--- src/rtl/lif_pkg.sv ---
package lif_pkg;

    localparam int DATA_W = 16;
    localparam int ACC_W  = 2 * DATA_W + 2;

    typedef logic signed [DATA_W-1:0] data_t;
    typedef logic signed [ACC_W-1:0]  acc_t;

    localparam acc_t DATA_MAX = acc_t'(2 ** (DATA_W - 1) - 1);
    localparam acc_t DATA_MIN = -acc_t'(2 ** (DATA_W - 1));

    typedef struct packed {
        data_t vmem;
        data_t gex;
        data_t gih;
        data_t theta;
    } nrn_state_t;

    // Clamp a wide signed intermediate into the state word range.
    function automatic data_t sat_data(input acc_t x);
        if (x > DATA_MAX) begin
            return data_t'(DATA_MAX);
        end else if (x < DATA_MIN) begin
            return data_t'(DATA_MIN);
        end
        return data_t'(x);
    endfunction

endpackage

--- src/rtl/lif_seq.sv ---
module lif_seq #(
    parameter int NUM_VN = 8,
    parameter int DECIM  = 64,
    localparam int IW    = (NUM_VN > 1) ? $clog2(NUM_VN) : 1
) (
    input  logic          clk,
    input  logic          rst_n,
    input  logic          step_start,
    output logic          busy,
    output logic [IW-1:0] slot_idx,
    output logic          decay_step
);

    localparam int CW = (DECIM > 1) ? $clog2(DECIM) : 1;
    localparam logic [IW-1:0] LAST_SLOT = IW'(NUM_VN - 1);
    localparam logic [CW-1:0] LAST_STEP = CW'(DECIM - 1);

    typedef struct packed {
        logic          busy;
        logic [IW-1:0] idx;
        logic [CW-1:0] step;
    } seq_t;

    seq_t seq_d, seq_q;

    always_comb begin
        seq_d = seq_q;
        if (!seq_q.busy) begin
            if (step_start) begin
                seq_d.busy = 1'b1;
                seq_d.idx  = '0;
            end
        end else if (seq_q.idx == LAST_SLOT) begin
            seq_d.busy = 1'b0;
            seq_d.idx  = '0;
            seq_d.step = (seq_q.step == LAST_STEP) ? '0 : CW'(seq_q.step + 1'b1);
        end else begin
            seq_d.idx = IW'(seq_q.idx + 1'b1);
        end
    end

    always_ff @(posedge clk or negedge rst_n) begin
        if (!rst_n) begin
            seq_q <= '0;
        end else begin
            seq_q <= seq_d;
        end
    end

    assign busy       = seq_q.busy;
    assign slot_idx   = seq_q.idx;
    assign decay_step = (seq_q.step == LAST_STEP);

endmodule

--- src/rtl/lif_core.sv ---
module lif_core
    import lif_pkg::*;
#(
    parameter int VREST       = -6500,
    parameter int VTH         = -5000,
    parameter int K_MUL       = 1,
    parameter int CUR_SHIFT   = 2,
    parameter int TAU_M_SHIFT = 3,
    parameter int GEX_SHIFT   = 2,
    parameter int GIH_SHIFT   = 1,
    parameter int DTHETA      = 200,
    parameter int THETA_SHIFT = 4
) (
    input  nrn_state_t cur,
    input  logic       decay_step,
    input  logic       homeo_on,
    output nrn_state_t nxt,
    output logic       spike
);

    acc_t  v_a;
    acc_t  leak_a;
    acc_t  drive_a;
    acc_t  gex_a;
    acc_t  gih_a;
    acc_t  th_a;
    data_t v_int;
    data_t th_dec;
    data_t thr;

    always_comb begin
        v_a     = acc_t'($signed(cur.vmem));
        gex_a   = acc_t'($signed(cur.gex));
        gih_a   = acc_t'($signed(cur.gih));
        th_a    = acc_t'($signed(cur.theta));

        // Leak toward rest and integrate the summed conductances.
        leak_a  = (acc_t'(VREST) - v_a) >>> TAU_M_SHIFT;
        drive_a = (acc_t'(K_MUL) * (gex_a + gih_a)) >>> CUR_SHIFT;
        v_int   = sat_data(v_a + leak_a + drive_a);

        // Undersampled theta decay, only with homeostasis active.
        if (decay_step && homeo_on) begin
            th_dec = sat_data(th_a - (th_a >>> THETA_SHIFT));
        end else begin
            th_dec = cur.theta;
        end

        thr   = sat_data(acc_t'(VTH) + acc_t'($signed(th_dec)));
        spike = (v_int >= thr);

        nxt.vmem = spike ? data_t'(VREST) : v_int;
        if (spike && homeo_on) begin
            nxt.theta = sat_data(acc_t'($signed(th_dec)) + acc_t'(DTHETA));
        end else begin
            nxt.theta = th_dec;
        end
        nxt.gex = sat_data(gex_a - (gex_a >>> GEX_SHIFT));
        nxt.gih = sat_data(gih_a - (gih_a >>> GIH_SHIFT));
    end

endmodule

--- src/rtl/lif_bank.sv ---
module lif_bank
    import lif_pkg::*;
#(
    parameter int NUM_VN     = 8,
    parameter int RESET_VMEM = -6500,
    localparam int IW        = (NUM_VN > 1) ? $clog2(NUM_VN) : 1
) (
    input  logic          clk,
    input  logic          rst_n,
    input  logic [IW-1:0] rd_idx,
    output nrn_state_t    rd_state,
    input  logic          wr_en,
    input  logic [IW-1:0] wr_idx,
    input  nrn_state_t    wr_state,
    input  logic          ev_valid,
    input  logic [IW-1:0] ev_idx,
    input  logic          ev_inh,
    input  data_t         ev_weight
);

    nrn_state_t bank_d [NUM_VN];
    nrn_state_t bank_q [NUM_VN];

    always_comb begin
        for (int e = 0; e < NUM_VN; e++) begin
            if (wr_en && (wr_idx == IW'(e))) begin
                bank_d[e] = wr_state;
            end else begin
                bank_d[e] = bank_q[e];
            end
            // An event lands on top of the slot write-back of the same entry.
            if (ev_valid && (ev_idx == IW'(e))) begin
                if (ev_inh) begin
                    bank_d[e].gih = sat_data(acc_t'($signed(bank_d[e].gih))
                                             + acc_t'($signed(ev_weight)));
                end else begin
                    bank_d[e].gex = sat_data(acc_t'($signed(bank_d[e].gex))
                                             + acc_t'($signed(ev_weight)));
                end
            end
        end
    end

    always_ff @(posedge clk or negedge rst_n) begin
        if (!rst_n) begin
            for (int e = 0; e < NUM_VN; e++) begin
                bank_q[e].vmem  <= data_t'(RESET_VMEM);
                bank_q[e].gex   <= '0;
                bank_q[e].gih   <= '0;
                bank_q[e].theta <= '0;
            end
        end else begin
            for (int e = 0; e < NUM_VN; e++) begin
                bank_q[e] <= bank_d[e];
            end
        end
    end

    assign rd_state = bank_q[rd_idx];

endmodule

--- src/rtl/lif_neuron_unit.sv ---
module lif_neuron_unit
    import lif_pkg::*;
#(
    parameter int NUM_VN      = 8,
    parameter int VREST       = -6500,
    parameter int VTH         = -5000,
    parameter int K_MUL       = 1,
    parameter int CUR_SHIFT   = 2,
    parameter int TAU_M_SHIFT = 3,
    parameter int GEX_SHIFT   = 2,
    parameter int GIH_SHIFT   = 1,
    parameter int DTHETA      = 200,
    parameter int THETA_SHIFT = 4,
    parameter int DECIM       = 64,
    localparam int IW         = (NUM_VN > 1) ? $clog2(NUM_VN) : 1
) (
    input  logic              clk,
    input  logic              rst_n,
    input  logic              step_start,
    input  logic [NUM_VN-1:0] homeo_en,
    input  logic              syn_valid,
    input  logic [IW-1:0]     syn_idx,
    input  logic              syn_inh,
    input  logic [15:0]       syn_weight,
    output logic              spike_valid,
    output logic [IW-1:0]     spike_idx,
    output logic              eval_valid,
    output logic [IW-1:0]     eval_idx,
    output logic [15:0]       eval_vmem,
    output logic [15:0]       eval_theta
);

    typedef struct packed {
        logic          valid;
        logic [IW-1:0] idx;
        logic          spike;
        data_t         vmem;
        data_t         theta;
    } out_t;

    logic          busy;
    logic [IW-1:0] slot_idx;
    logic          decay_step;
    nrn_state_t    cur_state;
    nrn_state_t    nxt_state;
    logic          spike_c;
    out_t          out_d, out_q;

    lif_seq #(
        .NUM_VN (NUM_VN),
        .DECIM  (DECIM)
    ) u_seq (
        .clk        (clk),
        .rst_n      (rst_n),
        .step_start (step_start),
        .busy       (busy),
        .slot_idx   (slot_idx),
        .decay_step (decay_step)
    );

    lif_bank #(
        .NUM_VN     (NUM_VN),
        .RESET_VMEM (VREST)
    ) u_bank (
        .clk       (clk),
        .rst_n     (rst_n),
        .rd_idx    (slot_idx),
        .rd_state  (cur_state),
        .wr_en     (busy),
        .wr_idx    (slot_idx),
        .wr_state  (nxt_state),
        .ev_valid  (syn_valid),
        .ev_idx    (syn_idx),
        .ev_inh    (syn_inh),
        .ev_weight (data_t'(syn_weight))
    );

    lif_core #(
        .VREST       (VREST),
        .VTH         (VTH),
        .K_MUL       (K_MUL),
        .CUR_SHIFT   (CUR_SHIFT),
        .TAU_M_SHIFT (TAU_M_SHIFT),
        .GEX_SHIFT   (GEX_SHIFT),
        .GIH_SHIFT   (GIH_SHIFT),
        .DTHETA      (DTHETA),
        .THETA_SHIFT (THETA_SHIFT)
    ) u_core (
        .cur        (cur_state),
        .decay_step (decay_step),
        .homeo_on   (homeo_en[slot_idx]),
        .nxt        (nxt_state),
        .spike      (spike_c)
    );

    always_comb begin
        out_d = '0;
        if (busy) begin
            out_d.valid = 1'b1;
            out_d.idx   = slot_idx;
            out_d.spike = spike_c;
            out_d.vmem  = nxt_state.vmem;
            out_d.theta = nxt_state.theta;
        end
    end

    always_ff @(posedge clk or negedge rst_n) begin
        if (!rst_n) begin
            out_q <= '0;
        end else begin
            out_q <= out_d;
        end
    end

    assign eval_valid  = out_q.valid;
    assign eval_idx    = out_q.idx;
    assign spike_valid = out_q.spike;
    assign spike_idx   = out_q.idx;
    assign eval_vmem   = out_q.vmem;
    assign eval_theta  = out_q.theta;

endmodule

--- config.mk ---
export PLATFORM = sky130hd
export DESIGN_NAME = lif_neuron_unit
export DESIGN_NICKNAME = d
export VERILOG_FILES = /design/src/rtl/lif_pkg.sv /design/src/rtl/lif_seq.sv /design/src/rtl/lif_core.sv /design/src/rtl/lif_bank.sv /design/src/rtl/lif_neuron_unit.sv
export SDC_FILE = /design/constraint.sdc
export NUM_CORES = 2
export LEC_CHECK = 0
export BUFFER_PORTS_ARGS = -buffer_cell sky130_fd_sc_hd__clkbuf_2
export CORE_UTILIZATION = 42
export CTS_CLUSTER_DIAMETER = 40
export DETAILED_ROUTE_END_ITERATION = 12
export PLACE_DENSITY = 0.59
export SLEW_MARGIN = 10
export SYNTH_ARGS = -nofsm -noshare
export SYNTH_HDL_FRONTEND = slang
export SYNTH_HIERARCHICAL = 1
export SYNTH_SLANG_ARGS = --single-unit
--- constraint.sdc ---
create_clock -name clk -period 16.19 [get_ports clk]
set_input_delay 4.0475 -clock clk [delete_from_list [all_inputs] [get_ports clk]]
set_output_delay 4.0475 -clock clk [all_outputs]
set_load 0.01 [all_outputs]
==> impl_metrics.toml <==
[outcome]
outcome = "finished clean"

[logic_synthesis]
synth-seq-cells = 559
yosysTopAreaCellShare_pct = 26.6
synthTopCellsByCount = "mux2_2 (575), dfrtp_1 (487), nor2_1 (403), ha_1 (362), a21oi_1 (275)"
yosys-top-cells-area = "dfrtp_1 (27%), mux2_2 (14%), ha_1 (9.9%)"
avgSynthCellArea_um2 = 10.0
syn_nets = 5008
yosysTopAreaCell = "dfrtp_1"
synthDistinctLibCells = 120
yosys_warnings = 6
syn-instance-count = 4579
ys_seq_area_share_pct = 30.7
synth_edf_count = 0
synth_area_mm2 = 0.0458
synth-main-ff-cell = "dfrtp_1"
synthArstFlopShare_pct = 100
yosysMostFrequentCell = "mux2_2"

[routing]
first_iter_violations = 2685
routed-via-count = 36537
dr.pass1.iters = 6
routed_wl_um = 138000
vias_per_cell = 5.94
ant_nets = 0
drc = 0
wl_per_cell_um = 22.5

[final_layout]
fillCellCount = 10021
fin_nets = 5079
multi_input_area_mm2 = 0.0304
design_area_mm2 = 0.0517
register_area_mm2 = 0.0141
drive_gt1_share_pct = 25.5
syn_to_final_growth_pct = 12.7

[sta]
maxSlewViolCount = 0
setup_ws_ns = 4.45
hold_slack_ns = 0.499
rsz0062_at_grt = "false"
relSlewSlack_pct = 10.9
post-route-min-period_ns = 11.74
final_hold_viol_count = 0
tns_ns = 0
fmax_mhz = 85.2
tightest_slew_ns = 1.33
fin_crit_sh_pct = 72.5
skew_ns = 0.0353
setup_viol = 0

[placement]
port_buffers = 71
dp_slack_ns = 4.52
place.gp.congestion = 0.928
place_area_mm2 = 0.0478
hpwl_um = 96500

[die]
core_area_mm2 = 0.108
rows = 120
io_pins = 72
initial_core_util_pct = 42.6
die_x_um = 332
die_h_um = 332
die_area_mm2 = 0.110

[setup_path]
crit_path_frequent_cell = "a21oi_1"
critPathSlowestCell = "dfrtp_4"
crit_type = "reg -> reg"
crit_fanout = 38
cpPeakStageDelay_ns = 0.92
arrival_ns = 12.37
critPathRequiredTime_ns = 16.81
worstSetupEndpointType = "flop"
setup.worst_path.start_class = "flop"

[job]
maxCapViolations = 0

[clock_tree]
clk_latency_ns = 0.71
cts-resized-gates = 0
cts_htree_levels = 3
cts_hold_buf = 0
cts_max_path_buffers = 3
cts-root-buf = "clkbuf_16"
cts_inserted_buffers = 107
cts.sinks = 559
clk_pin_slew_ns = 0.05
cts_setup_buffers = 0
cts_tree = "built"

[hold_path]
hp-class = "reg -> reg"

[global_routing]
grt_max_degree = 143
gr-total-overflow = 0
grt_pass1_vias = 36204
antenna_found_initial = 3
grt_pass1_wl_um = 215000
track_usage_pct = 24.8
==> layer usage <==
layer	track usage, %	vias to the layer above	part of all wire, %
li1	-	17145	-
met1	32.7	18194	44
met2	41.2	940	47
met3	4.01	258	5.4
met4	8.28	0	3.1
met5	0	-	0
==> registers in the layout, indices dropped and copies added, names as in the netlist <==
signal and count:
spike_valid 1, eval_theta 16, u_bank/bank_q 512, eval_valid 1
eval_idx 3, u_seq/slot_idx 3, u_seq/busy 1, eval_vmem 16
u_seq/seq_q 6
==> area by class of cell <==
class / count / area share [%]
diodes: 1 / 0.00484
clock buffers: 133 / 5.70
clock inverters: 68 / 1.70
inverters: 184 / 1.34
multi-input cells: 3653 / 58.8
flip-flops and latches: 559 / 27.3
well taps: 1403 / 3.40
repair buffers: 145 / 1.83
==> critical path: cells and delay by family (launching register included) <==
family | cells | cell delay [ns]
buf+inv | 3 | 0.90
simple gates | 6 | 1.60
compound gates | 23 | 5.52
mux | 4 | 1.36
fa+ha+maj | 4 | 1.35
flops | 1 | 0.92
==> cells in the final DEF, fill, tap and decap left out, drive strengths merged, types with 75 or more instances in the layout <==
cell,netlist,layout
nand2,230,230
ha,362,362
nor2,405,405
inv,184,196
dfrtp,487,487
buf,56,75
mux2,575,575
clkbuf,127,203
xor2,97,97
mux4,130,130
xnor2,166,166
a21o,121,121
o21ai,266,266
a21oi,282,282
==> cells by family after synthesis <==
| group | count (synthesis) | synth area share (%) |
|---|---|---|
| AND/OR/NAND/NOR | 1102 | 11.6 |
| AO/OA/AOI/OAI | 1120 | 16.0 |
| flip-flops | 559 | 30.7 |
| multiplexers | 749 | 21.5 |
| XOR/XNOR | 263 | 5.02 |
| adder cells (fa/ha/maj) | 419 | 11.9 |
| buffers and inverters | 367 | 3.24 |
==> through the flow <==
stage | cells | util, %
after floorplan | 4579 | -
after global placement | 5944 | 44.4
after detailed placement | 5944 | 44.4
after CTS | 6145 | 48.0
after global routing | 6145 | 48.0
final | 6146 | 48.0
==> final timing paths <==
kind	startpoint	endpoint	slack, ns	cells past startpoint
setup / recovery	u_seq/slot_idx[0]$_DFFE_PN0P_	u_bank/bank_q[391]$_DFFE_PN0P_	4.45	40
hold / removal	u_bank/bank_q[72]$_DFFE_PN0P_	u_bank/bank_q[72]$_DFFE_PN0P_	0.50	1
setup reg to reg	u_seq/slot_idx[0]$_DFFE_PN0P_	u_bank/bank_q[391]$_DFFE_PN0P_	4.45	40
hold reg to reg	u_bank/bank_q[72]$_DFFE_PN0P_	u_bank/bank_q[72]$_DFFE_PN0P_	0.50	1
max in group asynchronous	rst_n	u_bank/bank_q[325]$_DFFE_PN0N_	9.86	4
min in group asynchronous	rst_n	u_bank/bank_q[429]$_DFF_PN0_	3.39	1
Power is not shown: default switching activity piles up to over one toggle a cycle in this logic, so the estimate is an artifact.
